===== config.mk =====
export PLATFORM = sky130hd
export DESIGN_NAME = next_pc_resolver
export DESIGN_NICKNAME = d
export VERILOG_FILES = /design/src/rtl/cf_pkg.sv /design/src/rtl/cf_sign_class.sv /design/src/rtl/cf_control.sv /design/src/rtl/cf_datapath.sv /design/src/rtl/next_pc_resolver.sv
export SDC_FILE = /design/constraint.sdc
export NUM_CORES = 1
export LEC_CHECK = 0
export BUFFER_PORTS_ARGS = -buffer_cell sky130_fd_sc_hd__buf_4
export CAP_MARGIN = 20
export CORE_MARGIN = 5
export CORE_UTILIZATION = 45
export DETAILED_ROUTE_END_ITERATION = 10
export GPL_ROUTABILITY_DRIVEN = 1
export PLACE_DENSITY = 0.92
export REMOVE_ABC_BUFFERS = 1
export SLEW_MARGIN = 20
export SYNTH_ARGS = -nofsm -noshare
export SYNTH_HDL_FRONTEND = slang
export SYNTH_SLANG_ARGS = --single-unit
export TNS_END_PERCENT = 5

===== constraint.sdc =====
create_clock -name vclk -period 7.5
set_input_delay 1.5 -clock vclk [all_inputs]
set_output_delay 1.5 -clock vclk [all_outputs]
set_load 0.01 [all_outputs]

===== src/rtl/cf_pkg.sv =====
package cf_pkg;
  localparam int WORD_W      = 16;
  localparam int OPC_W       = 4;
  localparam int OPC_LSB     = WORD_W - OPC_W;
  localparam int REL_LONG_W  = 12;
  localparam int REL_SHORT_W = 6;
  localparam int VEC_W       = 8;
  localparam int MASK_W      = 3;
  localparam int MASK_LSB    = REL_SHORT_W;

  typedef logic [WORD_W-1:0] word_t;
  typedef logic [OPC_W-1:0]  opc_t;

  localparam opc_t OPC_SVC_CALL = 4'h2;
  localparam opc_t OPC_SVC_RET  = 4'h3;
  localparam opc_t OPC_JMP_REL  = 4'h4;
  localparam opc_t OPC_JMP_REG  = 4'h5;
  localparam opc_t OPC_CALL_REL = 4'h6;
  localparam opc_t OPC_CALL_REG = 4'h7;
  localparam opc_t OPC_BRANCH   = 4'h8;

  typedef enum logic [2:0] {
    TGT_SEQ,
    TGT_LONG,
    TGT_SHORT,
    TGT_REG,
    TGT_VEC
  } tgtSel_e;

  typedef struct packed {
    tgtSel_e tgtSel;
    logic    linkWe;
    logic    privSet;
    logic    privClr;
  } cfStrobes_t;

  typedef struct packed {
    logic isNeg;
    logic isZero;
    logic isPos;
  } signClass_t;
endpackage


===== src/rtl/cf_sign_class.sv =====
module cf_sign_class
  import cf_pkg::*;
(
  input  word_t      value,
  output signClass_t sClass
);
  logic msb;
  logic allZero;

  assign msb     = value[WORD_W-1];
  assign allZero = (value == '0);

  always_comb begin
    sClass.isNeg  = msb;
    sClass.isZero = allZero;
    sClass.isPos  = !msb && !allZero;
  end
endmodule


===== src/rtl/cf_control.sv =====
module cf_control
  import cf_pkg::*;
(
  input  opc_t              opcode,
  input  logic [MASK_W-1:0] condMask,
  input  signClass_t        sClass,
  output cfStrobes_t        strobes
);
  logic [MASK_W-1:0] classVec;
  logic              condHit;

  // mask order: high bit negative, middle zero, low positive
  assign classVec = {sClass.isNeg, sClass.isZero, sClass.isPos};
  assign condHit  = |(condMask & classVec);

  always_comb begin
    strobes = '{tgtSel: TGT_SEQ, linkWe: 1'b0, privSet: 1'b0, privClr: 1'b0};
    unique case (opcode)
      OPC_SVC_CALL: begin
        strobes.tgtSel  = TGT_VEC;
        strobes.linkWe  = 1'b1;
        strobes.privSet = 1'b1;
      end
      OPC_SVC_RET: begin
        strobes.tgtSel  = TGT_REG;
        strobes.privClr = 1'b1;
      end
      OPC_JMP_REL:  strobes.tgtSel = TGT_LONG;
      OPC_JMP_REG:  strobes.tgtSel = TGT_REG;
      OPC_CALL_REL: begin
        strobes.tgtSel = TGT_LONG;
        strobes.linkWe = 1'b1;
      end
      OPC_CALL_REG: begin
        strobes.tgtSel = TGT_REG;
        strobes.linkWe = 1'b1;
      end
      OPC_BRANCH:   strobes.tgtSel = condHit ? TGT_SHORT : TGT_SEQ;
      default:      strobes.tgtSel = TGT_SEQ;
    endcase
  end
endmodule


===== src/rtl/cf_datapath.sv =====
module cf_datapath
  import cf_pkg::*;
(
  input  word_t      pcIn,
  input  word_t      instr,
  input  word_t      regVal,
  input  cfStrobes_t strobes,
  output word_t      nextPc,
  output word_t      linkVal
);
  word_t seqPc;
  word_t longOff;
  word_t shortOff;
  word_t vecAddr;
  word_t longTgt;
  word_t shortTgt;

  assign seqPc    = pcIn + word_t'(1);
  assign longOff  = {{(WORD_W-REL_LONG_W){instr[REL_LONG_W-1]}},  instr[REL_LONG_W-1:0]};
  assign shortOff = {{(WORD_W-REL_SHORT_W){instr[REL_SHORT_W-1]}}, instr[REL_SHORT_W-1:0]};
  assign vecAddr  = {{(WORD_W-VEC_W){1'b0}}, instr[VEC_W-1:0]};
  assign longTgt  = seqPc + longOff;
  assign shortTgt = seqPc + shortOff;

  always_comb begin
    unique case (strobes.tgtSel)
      TGT_LONG:  nextPc = longTgt;
      TGT_SHORT: nextPc = shortTgt;
      TGT_REG:   nextPc = regVal;
      TGT_VEC:   nextPc = vecAddr;
      default:   nextPc = seqPc;
    endcase
  end

  assign linkVal = seqPc;
endmodule


===== src/rtl/next_pc_resolver.sv =====
module next_pc_resolver
  import cf_pkg::*;
(
  input  logic [15:0] pcIn,
  input  logic [15:0] instr,
  input  logic [15:0] regVal,
  output logic [15:0] nextPc,
  output logic        linkWe,
  output logic [15:0] linkVal,
  output logic        privSet,
  output logic        privClr
);
  signClass_t sClass;
  cfStrobes_t strobes;

  cf_sign_class u_sign (
    .value  (regVal),
    .sClass (sClass)
  );

  cf_control u_ctrl (
    .opcode   (instr[WORD_W-1:OPC_LSB]),
    .condMask (instr[MASK_LSB+MASK_W-1:MASK_LSB]),
    .sClass   (sClass),
    .strobes  (strobes)
  );

  cf_datapath u_dp (
    .pcIn    (pcIn),
    .instr   (instr),
    .regVal  (regVal),
    .strobes (strobes),
    .nextPc  (nextPc),
    .linkVal (linkVal)
  );

  assign linkWe  = strobes.linkWe;
  assign privSet = strobes.privSet;
  assign privClr = strobes.privClr;
endmodule


After elaboration in Yosys (flattened, before gate mapping)
Index checks and enable logic that the tools add are counted.
{ "op_classes": {"n_reduce_logical": 8, "eq_ne": 11, "addsub": 3, "n_bitwise": 1, "mux": 6} }
{ "ops": {"columns": ["op", "n"], "rows": [
  ["one-hot mux 16 bit (4 select lines)", 1],
  ["adder 16 bit", 2],
  ["adder 16 x 1 -> 16 bit, second input constant", 1],
  ["== test 4 x 3 -> 1 bit, second input constant", 4],
  ["logical NOT 16 bit", 1],
  ["one-hot mux 3 bit (4 select lines)", 1],
  ["OR reduction 3 bit", 3],
  ["== test 4 x 2 -> 1 bit, second input constant", 2],
  ["== test 3 x 2 -> 1 bit, second input constant", 2],
  ["== test 4 bit, second input constant", 1],
  ["bitwise AND 3 bit", 1],
  ["== test 3 x 1 -> 1 bit, second input constant", 1],
  ["== test 3 bit, second input constant", 1],
  ["2-to-1 mux 1 bit", 3],
  ["logical NOT 1 bit", 2],
  ["2-to-1 mux 2 bit", 1],
  ["OR reduction 2 bit", 1],
  ["logical AND 1 bit", 1]
]} }
{ "totals": {"input_bits": 48, "regBits": 0, "output_inout_bits": 35, "wordCells": 29} }

Depth between registers and ports, before layout
Gate-level depths: netlist (run 1).
{ "depth": {"depth_word": 9, "ltp_mapped": 15, "ltp_nobuf": 14} }

Modules after synthesis
From an unflattened synthesis (run 1), not the netlist that was laid out.
{ "unflattened": {"hier_cells": 267, "hier_area_um2": 1785.5} }
{ "by_module_without_submodules": {"columns": ["mod", "cells_each", "area_per_inst_um2", "instances", "seq_area_each_um2"], "rows": [
  ["cf_datapath", 246, 1647.8, 1, 0.0],
  ["cf_control", 13, 80.1, 1, 0.0],
  ["cf_sign_class", 8, 57.6, 1, 0.0]
]} }

Least setup slack after synthesis (run 1)
Ideal clock, no wire load.
{ "synth_path": {"path_kind": "input to output", "start": "input regVal[3]", "end": "output nextPc[15]", "required_time_ps": 6000, "setup_slack_ps": 1930, "arrival_time_ps": 4070, "cell_stages": 14, "n_path_buf": 1, "path_cell_list": "nor4_2 > nand4_1 > mux2i_1 > and3_1 > buf_6 > a21o_2 > ha_1 > a2111oi_0 > nand2_1 > o2111ai_1 > a31oi_1 > a31oi_4 > xnor2_1 > o21ai_1"} }
{ "synth_via": {"elab_chain_len": 9, "elab_cells_between_ends": 12, "cone_classes": "4 x eq/ne; 3 x mux; 1 x bitwise; 4 x reduce/logical"} }
{ "synth_lines": {"columns": ["item", "line", "rtl"], "rows": [
  ["start: declaration", "next_pc_resolver.sv:6", "input logic [15:0] regVal,"],
  ["logical NOT 16 bit (*)", "cf_sign_class.sv:11", "assign allZero = (value == '0);"],
  ["logical NOT 1 bit", "cf_sign_class.sv:16", "sClass.isPos = !msb && !allZero;"],
  ["logical AND 1 bit", "cf_sign_class.sv:16", null],
  ["bitwise AND 3 bit (*)", "cf_control.sv:14", "assign condHit = |(condMask & classVec);"],
  ["OR reduction 3 bit (*)", "cf_control.sv:14", null],
  ["2-to-1 mux 2 bit (*)", "cf_control.sv:38", "OPC_BRANCH: strobes.tgtSel = condHit ? TGT_SHORT : TGT_SEQ;"],
  ["one-hot mux 3 bit (4 select lines) (*)", "cf_control.sv:18", "unique case (opcode)"],
  ["== test 3 bit (tied with other cells)", "cf_datapath.sv:26", "unique case (strobes.tgtSel)"],
  ["one-hot mux 16 bit (4 select lines) (*)", "cf_datapath.sv:26", null],
  ["end: declaration", "next_pc_resolver.sv:7", "output logic [15:0] nextPc,"]
]} }
Mark *: on every way between the ends. The rest lies on a longest branch, timed or not.

Final worst setup path (run 1)
{ "layout_path": {"start": "input regVal[10]", "end": "output nextPc[15]"} }
The elaborated chain is that of the path after synthesis.

==> results of run 1 <==
layout by cell type (no fill, tap or decap), types with 4 or more instances in the layout:
master,n
sky130_fd_sc_hd__nand2_1,11
sky130_fd_sc_hd__ha_1,16
sky130_fd_sc_hd__xor2_1,12
sky130_fd_sc_hd__o21ai_1,14
sky130_fd_sc_hd__a222oi_1,4
sky130_fd_sc_hd__a21oi_1,12
sky130_fd_sc_hd__inv_1,11
sky130_fd_sc_hd__a22oi_1,10
sky130_fd_sc_hd__a21o_2,5
sky130_fd_sc_hd__xnor2_1,14
sky130_fd_sc_hd__nor2_1,7
sky130_fd_sc_hd__and3_1,4
sky130_fd_sc_hd__o21ai_0,9
sky130_fd_sc_hd__nand3_1,7
sky130_fd_sc_hd__nor4_2,4
sky130_fd_sc_hd__buf_4,83
kinds of logic (layout without fill, tap and decap cells):
| group | Yosys count | count (layout) | share of synthesized area (%) |
|---|---|---|---|
| adders and majority gates | 17 | 17 | 15.0 |
| buffers and inverters | 16 | 94 | 4.78 |
| AOI/OAI and AO/OA | 80 | 80 | 38.9 |
| muxes | 2 | 2 | 1.37 |
| and+or+nand+nor | 54 | 54 | 23.3 |
| xor gates and xnor gates | 27 | 27 | 16.6 |
path summary, 6_finish.rpt:
kind,start,to,cells after the start
min,instr[14],privClr,3
max,regVal[10],nextPc[15],15
final cells by class:
| class | count | area, µm² | share of cell area [%] |
|---|---|---|---|
| Tap cell | 44 | 55.1 | 2.60 |
| Multi-Input combinational cell | 180 | 1400 | 66.0 |
| Inverter | 11 | 41.3 | 1.95 |
| Timing Repair Buffer | 83 | 623 | 29.4 |
stage by stage:
| step | total power (W) | setup slack (ns) | hold slack (ns) | std cells | utilization (%) |
|---|---|---|---|---|---|
| after floorplan | 0.0000998 | 1.98 | 3.05 | 191 | - |
| after global placement | 0.000169 | 1.47 | 3.31 | 318 | 68.7 |
| after detailed placement | 0.000172 | 1.43 | 3.31 | 318 | 68.7 |
| after CTS | 0.000173 | 1.42 | 3.31 | 318 | 68.7 |
| after global routing | 0.000191 | 1.07 | 3.33 | 318 | 68.8 |
| final | 0.000174 | 1.42 | 3.31 | 318 | 68.8 |
report_power, final:
group	leakage, nW	switching, W	internal [W]
logic	0.991	0.0000900	0.0000840
clock network	0	0	0
registers	0	0	0
total	0.991	0.0000900	0.0000840
per-layer routing:
layer,vias to the layer above,global-route usage (%),share of wire [%]
met4,0,3.80,1.4
met3,8,2.19,9.5
met1,877,30.9,40
li1,917,-,-
met5,-,0,0
met2,101,42.6,49
==> results by stage, run 1 <==
Run status:
- The run finished with clean final reports.

CTS:
- In this run the post-CTS setup repair buffer count came out at 0.
- Post-CTS repair changed the size of 0 cells.
- The number of hold buffers added after CTS was 0.

Power:
- The maximum ir drop on the vdd rail is 0.0395 mV.
- For this design the ratio of total power to cell area is a little over 80 nW/µm².
- For this design the static power due to leakage is 0.991 nW.

Hold path:
- In this run the worst hold path is classified as input pin to output pin.

Detailed routing:
- Across all layers, the routed design uses 1903 vias.
- In this run, the number of DRC markers left after iteration 0 of detailed routing was 218.
- The average vias per placed instance is 5.98.
- In the final routed layout, each cell accounts on average for around 17 µm.
- The length of the first detailed-routing pass in iterations is 5.
- The count of nets left with antenna violations once routing finished came out at 0.
- The remaining routing DRC violations is 0.
- For this block, the routed nets add up to 5270 µm of wire.

Logic synthesis:
- After technology mapping, the gate count stands at 196.
- Averaged over all synthesized cells, the footprint is between 7 and 8 µm².
- The synthesized cell area is between 1000 and 1500 µm².
- The post-synthesis cell type with the largest combined area is sky130_fd_sc_hd__ha_1.
- The commonest cells after synthesis are sky130_fd_sc_hd__ha_1, sky130_fd_sc_hd__o21ai_1, sky130_fd_sc_hd__xnor2_1.
- After synthesis, the netlist uses 51 different library cells.
- During synthesis, Yosys emitted a total of 0 warnings.
- The top cell type's share of synthesized area is a little over an eighth.
- For this run, the register share of the synthesized area comes to 0%.
- Yosys instantiated no cell more often than sky130_fd_sc_hd__ha_1.
- Yosys attributes the largest share of cell area to sky130_fd_sc_hd__ha_1, sky130_fd_sc_hd__xnor2_1, sky130_fd_sc_hd__xor2_1.

Timing:
- The final-report max-slew violation count is 0.
- Setup repair after global routing left no endpoint under its margin.
- The final number of setup-violating endpoints is 0.
- Headroom to the max-slew limit came out at approximately half.
- The time the worst path needs with I/O delays and setup is 6.08 ns.
- The number of hold violations in the final report is 0.
- After layout, the worst path uses just over 80% of the clock period.
- For the pin with the worst max-slew slack, the measured transition is ~0.76 ns.
- The total negative setup slack is 0 ns.
- The highest achievable clock rate is approximately 0.16 GHz.

Layout:
- Clock buffers in the final layout number 0.
- The number of antenna cells inserted is 0.
- After filler insertion, the fill cell instance count of the layout stands at around 280.
- In the final layout, the share of cells above drive strength 1 is around two fifths.
- Compared with the post-synthesis result, the final layout area differs by 44.5%.
- At the end of the flow, the number of nets in the layout was 341.
- Registers take 0 µm².
- The finished cells cover between 2000 and 2500 µm².
- Sequential cells placed in the final layout were counted as 0.

Placement:
- The final estimated routing congestion in global placement is a little under 1.
- The cell area reported after detailed placement is 2120 µm².
- The count of buffers from port buffering is just over 80.
- The HPWL after detailed placement is 4420 µm.

Floorplan:
- The total core area is between 3000 and 4000 µm².
- During I/O placement, the number of pins put on the boundary was just over 80.
- The number of standard-cell rows in the floorplan is 20.
- The effective utilization at floorplan is 47.6%.
- From bottom edge to top edge, the die measures between 60 and 70 µm.
- In this run the horizontal extent of the chip is between 60 and 70 µm.
- The die covers 4500 µm².

Critical path:
- The arrival time at the worst endpoint is between 4 and 5 ns.
- The worst setup path is launched from an input pin.
- The most used cell along the critical path is sky130_fd_sc_hd__buf_4.
- The critical path goes through buf_4 > nor4_2 > nand4_1 > mux2i_1 > and3_1 > a21o_2 > ha_1 > a2111oi_0 > nand2_1 > o2111ai_1 > a31oi_1 > a31oi_4 > xnor2_1 > o21ai_1 > buf_4.
- The number of buffers and inverters on the critical path is 2.
- In this design, the largest share of critical-path delay is due to compound AO/OA/AOI/OAI gates.
- The worst setup path is captured at an output pin.
- The critical path class is input pin to output pin.
- The library cell contributing the largest single delay on the critical path is sky130_fd_sc_hd__a2111oi_0.
- The peak fanout along the critical path is 6.
- STA puts the critical path data required time at roughly 6 ns.
- On the worst path, the slowest cell contributes a delay of 0.53 ns.

Global routing:
- The number of global-route vias before repair is 1826.
- The wire length of the first global-routing pass is between 8000 and 9000 µm.
- The aggregate global-route resource usage is 23.8%.
- The initial antenna violation count is 0.
- Entering global routing, the biggest net connects 18 pins.
- Global routing finished with a remaining overflow of 0.

Run:
- Max-cap violations in this run came to 0.
(Power assumes the default switching activity.)
==> run 2: changes to the inputs <==
Settings changed: CORE_UTILIZATION 45 to 43.
Clock period 7.5 ns to 5.5 ns, I/O delays scaled along.
==> run 2 against run 1 <==
Worst hold slack got worse by 0.80 ns. Worst setup slack lost 1.2 ns. Combinational power increased by 37%. Count of clock-buffer cells in the layout is the same. Largest cell class unchanged.
==> results by stage, run 2 (synthesis gave the netlist of run 1 again) <==
Power:
- The combinational cell fraction of total power is 100.0% (about the same).
- The net switching power is 0.000123 W (+37%).
- The leakage power summed over all cells is 0.997 nW (+0.54%).
- The part of the power in registers was 0% (unchanged).
- The maximum ir drop on the vdd rail is 0.0592 mV (+50%).
- The power density relative to cell area is 112 nW/µm² (+37%).
- The proportion of power drawn by the clock network came to 0% (unchanged).
- The design internal power is 0.000115 W (+37%).
- The switching share of total power was 51.7% (about the same).

Layout:
- The top cell types in the final layout, fill and taps aside, are sky130_fd_sc_hd__buf_4, sky130_fd_sc_hd__ha_1, sky130_fd_sc_hd__xnor2_1, sky130_fd_sc_hd__o21ai_1.
- The most common cell after layout, fill and taps aside is sky130_fd_sc_hd__buf_4.
- The net count of the finished layout was 342 (+0.29%).
- The final-layout fill cell count was 302 (+6.7%).
- The number of sequential cells in the layout is 0 (unchanged).
- The non-filler instance count after layout is 321 (+0.94%).
- The layout overhead on the synthesized area is 45.1%.
- The register area is 0 µm² (unchanged).
- The total of clock buffers placed in the layout is 0 (unchanged).
- The layout cell share with drive strength beyond 1 was 38.2% (-0.14 points).
- The number of antenna cells inserted is 0 (unchanged).

Critical path:
- The peak fanout along the critical path is 8 (+2).
- The maximum single-stage delay on the critical path was 0.49 ns (-0.04 ns).
- The number of buffers and inverters on the critical path is 2 (unchanged).
- The most used cell along the critical path is sky130_fd_sc_hd__buf_4.
- The arrival time at the worst endpoint is 4.15 ns (-0.43 ns).
- Grouping stages by cell kind, the critical path spends the most delay in compound AO/OA/AOI/OAI gates.
- The critical path goes through buf_4 > nor4_2 > nand4_1 > mux2i_1 > nand2_2 > a21o_2 > ha_1 > a2111oi_1 > nand2_1 > o2111ai_1 > a31oi_1 > a31oi_4 > xnor2_1 > o21ai_1 > buf_4.
- The startpoint class of the critical path is an input pin.
- The worst setup path is captured at an output pin.
- The critical path launch point is regVal[3].
- By startpoint and endpoint, the worst setup path is classified as input pin to output pin.
- The critical path required time was 4.40 ns (-1.60 ns).
- The library cell contributing the largest single delay on the critical path is sky130_fd_sc_hd__a2111oi_1.

Placement:
- The HPWL after detailed placement came to 4510 µm (+2.1%).
- The count of buffers from port buffering is 83 (unchanged).
- The final estimated routing congestion in global placement came to 0.930 (-3.3%).
- The number of placed cells counting well taps was 321 (+0.94%).

Timing:
- The transition time at the pin with the least slew margin is 0.759 ns (-0.00304 ns).
- The time the worst path needs with I/O delays and setup is ~5.3 ns.
- The total negative setup slack came to 0 ns (unchanged).
- The final-report max-slew violation count came to 0 (unchanged).
- Setup repair after global routing left no endpoint under its margin.
- The number of hold violations in the final report is 0 (unchanged).
- The highest achievable clock rate is between 0.15 and 0.2 GHz.
- The final number of setup-violating endpoints was 0 (unchanged).
- The fraction of the cycle the final worst path needs is ~95%.
- The normalized max-slew margin came to 49.2% (+0.071 points).

Detailed routing:
- The length of the first detailed-routing pass in iterations came to 8 (+3).
- The aggregate routed wire length is 5330 µm (+1.2%).
- The wire length per cell came to 16.6 µm (+0.23%).
- The number of antenna-violating nets in the routed design came to 0 (unchanged).
- The average vias per placed instance is 5.88 (-1.7%).
- The violation count after the first detailed-routing iteration is 184 (-16%).
- The total via count after detailed routing was 1888 (-0.79%).
- The remaining routing DRC violations is 0 (unchanged).

Global routing:
- The initial antenna violation count was 0 (unchanged).
- The number of global-route vias before repair is 1811 (-0.82%).
- The total grt overflow was 0 (unchanged).
- The aggregate global-route resource usage is 22.8% (-0.97 points).
- The wire length of the first global-routing pass was 8360 µm (-2.8%).
- The pin count of the biggest net entering global routing came to 18 (unchanged).

Run:
- The max-cap violation count is 0 (unchanged).

CTS:
- The count of buffers added by post-CTS timing repair for setup is 0 (unchanged).
- The count of instances resized after the clock tree is built is 0 (unchanged).
- The cts-stage hold buffer count is 0 (unchanged).

Floorplan:
- The effective utilization at floorplan was 44.3% (-3.3 points).
- The I/O pin count is 83 (unchanged).
- The floorplan die area is 4680 µm² (+3.9%).
- The number of standard-cell rows in the floorplan is 21 (+5.0%).
- The total core area is 3310 µm² (+7.6%).
- The chip width came to 68.4 µm (+2.0%).
- The die span in y is 68.4 µm (+2.0%).

Run status:
- The run finished with clean final reports.

Hold path:
- The tightest min-delay check is of the input pin to output pin type.
- The hold path startpoint is instr[14].
[run 2: cell count changes in the layout (fill, tap and decap cells not counted), sizes merged]
cell  before  now
buf       83   84
[run 2: power by group through the flow]
stage	logic, W	registers [W]	clock network [W]
floorplan	0.000136	0	0
global placement	0.000230	0	0
detailed placement	0.000235	0	0
CTS	0.000236	0	0
global route	0.000261	0	0
finish	0.000239	0	0
[run 2: worst min-delay path: cells and delay by family]
kind	cells	cell delay, ns
AND/OR/NAND/NOR	1	0.05
buffers and inverters	2	0.25
[run 2: through the flow]
step | hold WS [ns] | cell area (µm²) | setup slack [ns] | power, W | util, %
detailed placement | 2.51 | 2130 | 0.227 | 0.000235 | 64.2
global route | 2.53 | 2130 | 0.0286 | 0.000261 | 64.2
finish | 2.51 | 2130 | 0.248 | 0.000239 | 64.2
CTS | 2.51 | 2130 | 0.220 | 0.000236 | 64.2
global placement | 2.51 | 2130 | 0.360 | 0.000230 | 64.2
floorplan | 2.25 | 1440 | 0.784 | 0.000136 | -
[run 2: path summary, 6_finish.rpt]
check	to	slack, ns	cells after the start
setup / recovery	nextPc[15]	0.25	15
hold / removal	privClr	2.51	3
[run 2: layout make-up]
class,instances,area (µm²),share of cell area [%]
multi-input combinational,180,1400,65.7
timing repair buffer,84,631,29.6
tap,46,57.6,2.71
inverter,11,41.3,1.94
[run 2: metal layers]
layer,vias up,GRT usage [%],share of wire (%)
li1,922,-,-
met2,97,39.0,49
met5,-,0,0
met1,857,30.5,41
met4,0,5.46,1.6
met3,12,2.13,8.6
==> run 3: changes to the inputs <==
Settings changed: CORE_UTILIZATION 43 to 45, PLACE_DENSITY 0.92 to 0.89, SYNTH_HIERARCHICAL from default to 1.
==> run 3 against run 2 <==
The flow now finishes with violations (negative setup slack). Wire length grew 40%. First-iteration DRC count grew 6.5%. Core utilization rose by 12 points. Area after synthesis is 22% higher.
==> results by stage, run 3 <==
Timing:
- The number of hold violations in the final report is 0 (unchanged).
- The final-report max-slew violation count is 0 (unchanged).
- The highest achievable clock rate came to 0.178 GHz (-6.3%).
- The minimum hold slack is 2.51 ns (-0.000970 ns).
- The final number of setup-violating endpoints is 3 (+3).
- The normalized max-slew margin is 64.0% (+15 points).
- The worst path setup slack after routing came to -0.105 ns (-0.352 ns).
- The transition time at the pin with the least slew margin is 0.538 ns (-0.221 ns).
- The fraction of the cycle the final worst path needs came to 102% (+6.4 points).
- The time the worst path needs with I/O delays and setup is 5.60 ns (+0.352 ns).
- Setup repair after global routing could not meet its margin everywhere.
- The total negative setup slack is -0.163 ns (-0.163 ns).

Critical path:
- The arrival time at the worst endpoint is 4.50 ns (+0.35 ns).
- The startpoint class of the critical path is an input pin.
- The peak fanout along the critical path is 3 (-5).
- The critical path required time is 4.40 ns (about the same).
- The critical path class is input pin to output pin.
- The kind of capture point of the worst setup path is an output pin.

Layout:
- The net count of the finished layout was 442 (+29%).
- The area growth from synthesis to layout is 59.7%.
- The number of sequential cells in the layout is 0 (unchanged).
- The most common cell after layout, fill and taps aside is sky130_fd_sc_hd__buf_4.
- The total of clock buffers placed in the layout is 0 (unchanged).
- The library cells used most frequently in the layout, excluding fill and tap cells, are sky130_fd_sc_hd__buf_4, sky130_fd_sc_hd__nand2_1, sky130_fd_sc_hd__nor2_1.
- The footprint of the multi-input gates is 1820 µm² (+30%).
- The layout cell share with drive strength beyond 1 is 38.7% (+0.48 points).
- The register area is 0 µm² (unchanged).
- The number of antenna cells inserted is 0 (unchanged).
- The final-layout fill cell count is 288 (-4.6%).

Logic synthesis:
- The commonest cells after synthesis are sky130_fd_sc_hd__nand2_1, sky130_fd_sc_hd__a21oi_1, sky130_fd_sc_hd__nor2_1.
- The top cell type's share of synthesized area is 11.2% (-2.4 points).
- The dominant cell by count in the synthesized netlist is sky130_fd_sc_hd__nand2_1.
- The multiplexer area fraction after synthesis was 3.92% (+2.6 points).
- The synthesized cell area is 1790 µm² (+22%).
- The sequential-to-total area share from yosys stat came to 0% (unchanged).
- The simple logic cell fraction of the synthesized area is 29.4% (+6.1 points).
- The complex-gate fraction of the synthesized area came to 31.0% (-7.9 points).
- The gate count of the mapped netlist is 267 (+36%).
- The number of distinct library cell variants in the gate-level netlist after synthesis is 59 (+16%).
- By area, the combinational part of the netlist is dominated by compound AO/OA/AOI/OAI gates.
- The post-synthesis cell type with the largest combined area is sky130_fd_sc_hd__ha_1.
- The average cell area after synthesis is 6.69 µm² (-11%).
- The adder-cell share of the synthesized area is 12.9% (-2.1 points).
- After synthesis, the cell types taking the most area are sky130_fd_sc_hd__ha_1, sky130_fd_sc_hd__xor2_1, sky130_fd_sc_hd__nand2_1.
- The parity-gate share of the synthesized area counting xor and xnor cells was 15.6% (-1.0 points).
- The synthesis warning total is 6 (+6).

Power:
- The switching share of total power is 51.1% (-0.56 points).
- The power density relative to cell area is 131 nW/µm² (+16%).
- The maximum ir drop on the vdd rail is 0.0824 mV (+39%).
- The leakage power summed over all cells is 1.39 nW (+39%).
- The proportion of power drawn by the clock network is 0% (unchanged).
- The net switching power came to 0.000190 W (+54%).
- The design internal power was 0.000182 W (+58%).
- The part of the power in registers is 0% (unchanged).
- The overall power of the completed layout is 0.000372 W (+56%).
- The combinational cell fraction of total power was 100.0% (about the same).

Placement:
- The final estimated routing congestion in global placement came to 0.943 (+1.5%).
- The HPWL after detailed placement is 5750 µm (+27%).
- The count of buffers from port buffering is 83 (unchanged).
- The placement-stage worst setup slack is -0.352 ns (-0.579 ns).

Detailed routing:
- The average vias per placed instance is 6.03 (+2.5%).
- The violation count after the first detailed-routing iteration is 196 (+6.5%).
- The total via count after detailed routing is 2551 (+35%).
- The number of antenna-violating nets in the routed design is 0 (unchanged).
- The wire length per cell is 17.6 µm (+5.9%).
- The remaining routing DRC violations came to 0 (unchanged).
- The length of the first detailed-routing pass in iterations is 5 (-3).
- The aggregate routed wire length is 7440 µm (+40%).

Global routing:
- The aggregate global-route resource usage is 25.1% (+2.3 points).
- The initial antenna violation count is 0 (unchanged).
- The number of global-route vias before repair is 2312 (+28%).
- The pin count of the biggest net entering global routing is 25 (+7).
- The wire length of the first global-routing pass is 10900 µm (+30%).
- The total grt overflow was 0 (unchanged).

Floorplan:
- The effective utilization at floorplan is 47.7% (+3.4 points).
- The total core area is 3740 µm² (+13%).
- The die span in y is 73.0 µm (+6.7%).
- The I/O pin count came to 83 (unchanged).
- The number of standard-cell rows in the floorplan came to 22 (+4.8%).
- The chip width is 73.0 µm (+6.7%).
- The floorplan die area is 5330 µm² (+14%).

Run status:
- The final reports fail on negative setup slack.
- The run finished, with violations left.

Run:
- The max-cap violation count came to 0 (unchanged).

Hold path:
- In this run the worst hold path is classified as input pin to output pin.
==> run 3: changes by cell type in the layout (fill, tap and decap cells not counted), sizes merged, moves of 4 or more <==
| cell | change |
|---|---|
| a22oi | -9 |
| o211ai | +4 |
| nor2 | +11 |
| nand2b | +6 |
| o21ai | -7 |
| buf | +37 |
| mux2i | +5 |
| nand2 | +25 |
| xor2 | +4 |
| a21oi | +8 |
==> run 3: critical path: stages <==
cell                       delay (ns)
sky130_fd_sc_hd__buf_8           0.10
sky130_fd_sc_hd__nor4_2          0.25
sky130_fd_sc_hd__buf_4           0.16
sky130_fd_sc_hd__and4_1          0.16
sky130_fd_sc_hd__a222oi_1        0.08
sky130_fd_sc_hd__o22ai_1         0.26
sky130_fd_sc_hd__or3b_4          0.45
sky130_fd_sc_hd__a21boi_4        0.17
sky130_fd_sc_hd__inv_1           0.09
sky130_fd_sc_hd__ha_1            0.29
sky130_fd_sc_hd__a21o_1          0.19
sky130_fd_sc_hd__and2_1          0.17
sky130_fd_sc_hd__or2_4           0.25
sky130_fd_sc_hd__o31ai_2         0.24
sky130_fd_sc_hd__xnor2_1         0.10
sky130_fd_sc_hd__a221o_1         0.32
sky130_fd_sc_hd__buf_6           0.13
==> run 3: layout make-up <==
class,count,share of cell area (%)
inverter,13,1.71
multi-input combinational,241,63.7
timing repair buffer,121,32.5
tap,48,2.11
==> run 3: cells by family after synthesis <==
group	after synthesis
adder cells (fa/ha/maj)	18
buffers and inverters	26
AO/OA/AOI/OAI	81
multiplexers	7
AND/OR/NAND/NOR	104
XOR/XNOR	31
==> run 3: worst paths after layout <==
check,from,end,slack (ns),depth (start not counted)
min,pcIn[13],linkVal[13],2.51,3
max,regVal[2],nextPc[15],-0.10,17
==> run 3: metrics by stage <==
stage / instance area, µm² / cells / util, %
4_1_cts: 2750 / 422 / 73.4
3_5_place_dp: 2670 / 421 / 71.2
5_1_grt: 2850 / 423 / 76.2
6_report: 2850 / 423 / 76.2
3_3_place_gp: 2670 / 421 / 71.2
2_1_floorplan: 1710 / 254 / -
==> run 3: power groups by stage <==
stage / Clock, W / Combinational (W) / Sequential, W
after detailed placement: 0 / 0.000332 / 0
after global placement: 0 / 0.000325 / 0
after CTS: 0 / 0.000345 / 0
after floorplan: 0 / 0.000181 / 0
final: 0 / 0.000372 / 0
after global routing: 0 / 0.000398 / 0
==> run 3: layer usage <==
metal  GRT usage [%]  vias up  part of all wire, %
li1                -     1200                    -
met1            33.2     1168                   39
met2            43.5      161                   49
met3            2.34       22                  9.2
met4            5.94        0                  2.7
met5               0        -                    0
==> run 3: timing repair <==
action / CTS / global route
pin swaps: 14 / 13
hold buffers: 0 / 0
buffers inserted: 2 / 1
gates resized for setup: 18 / 15
setup endpoints to repair: 8 / 9
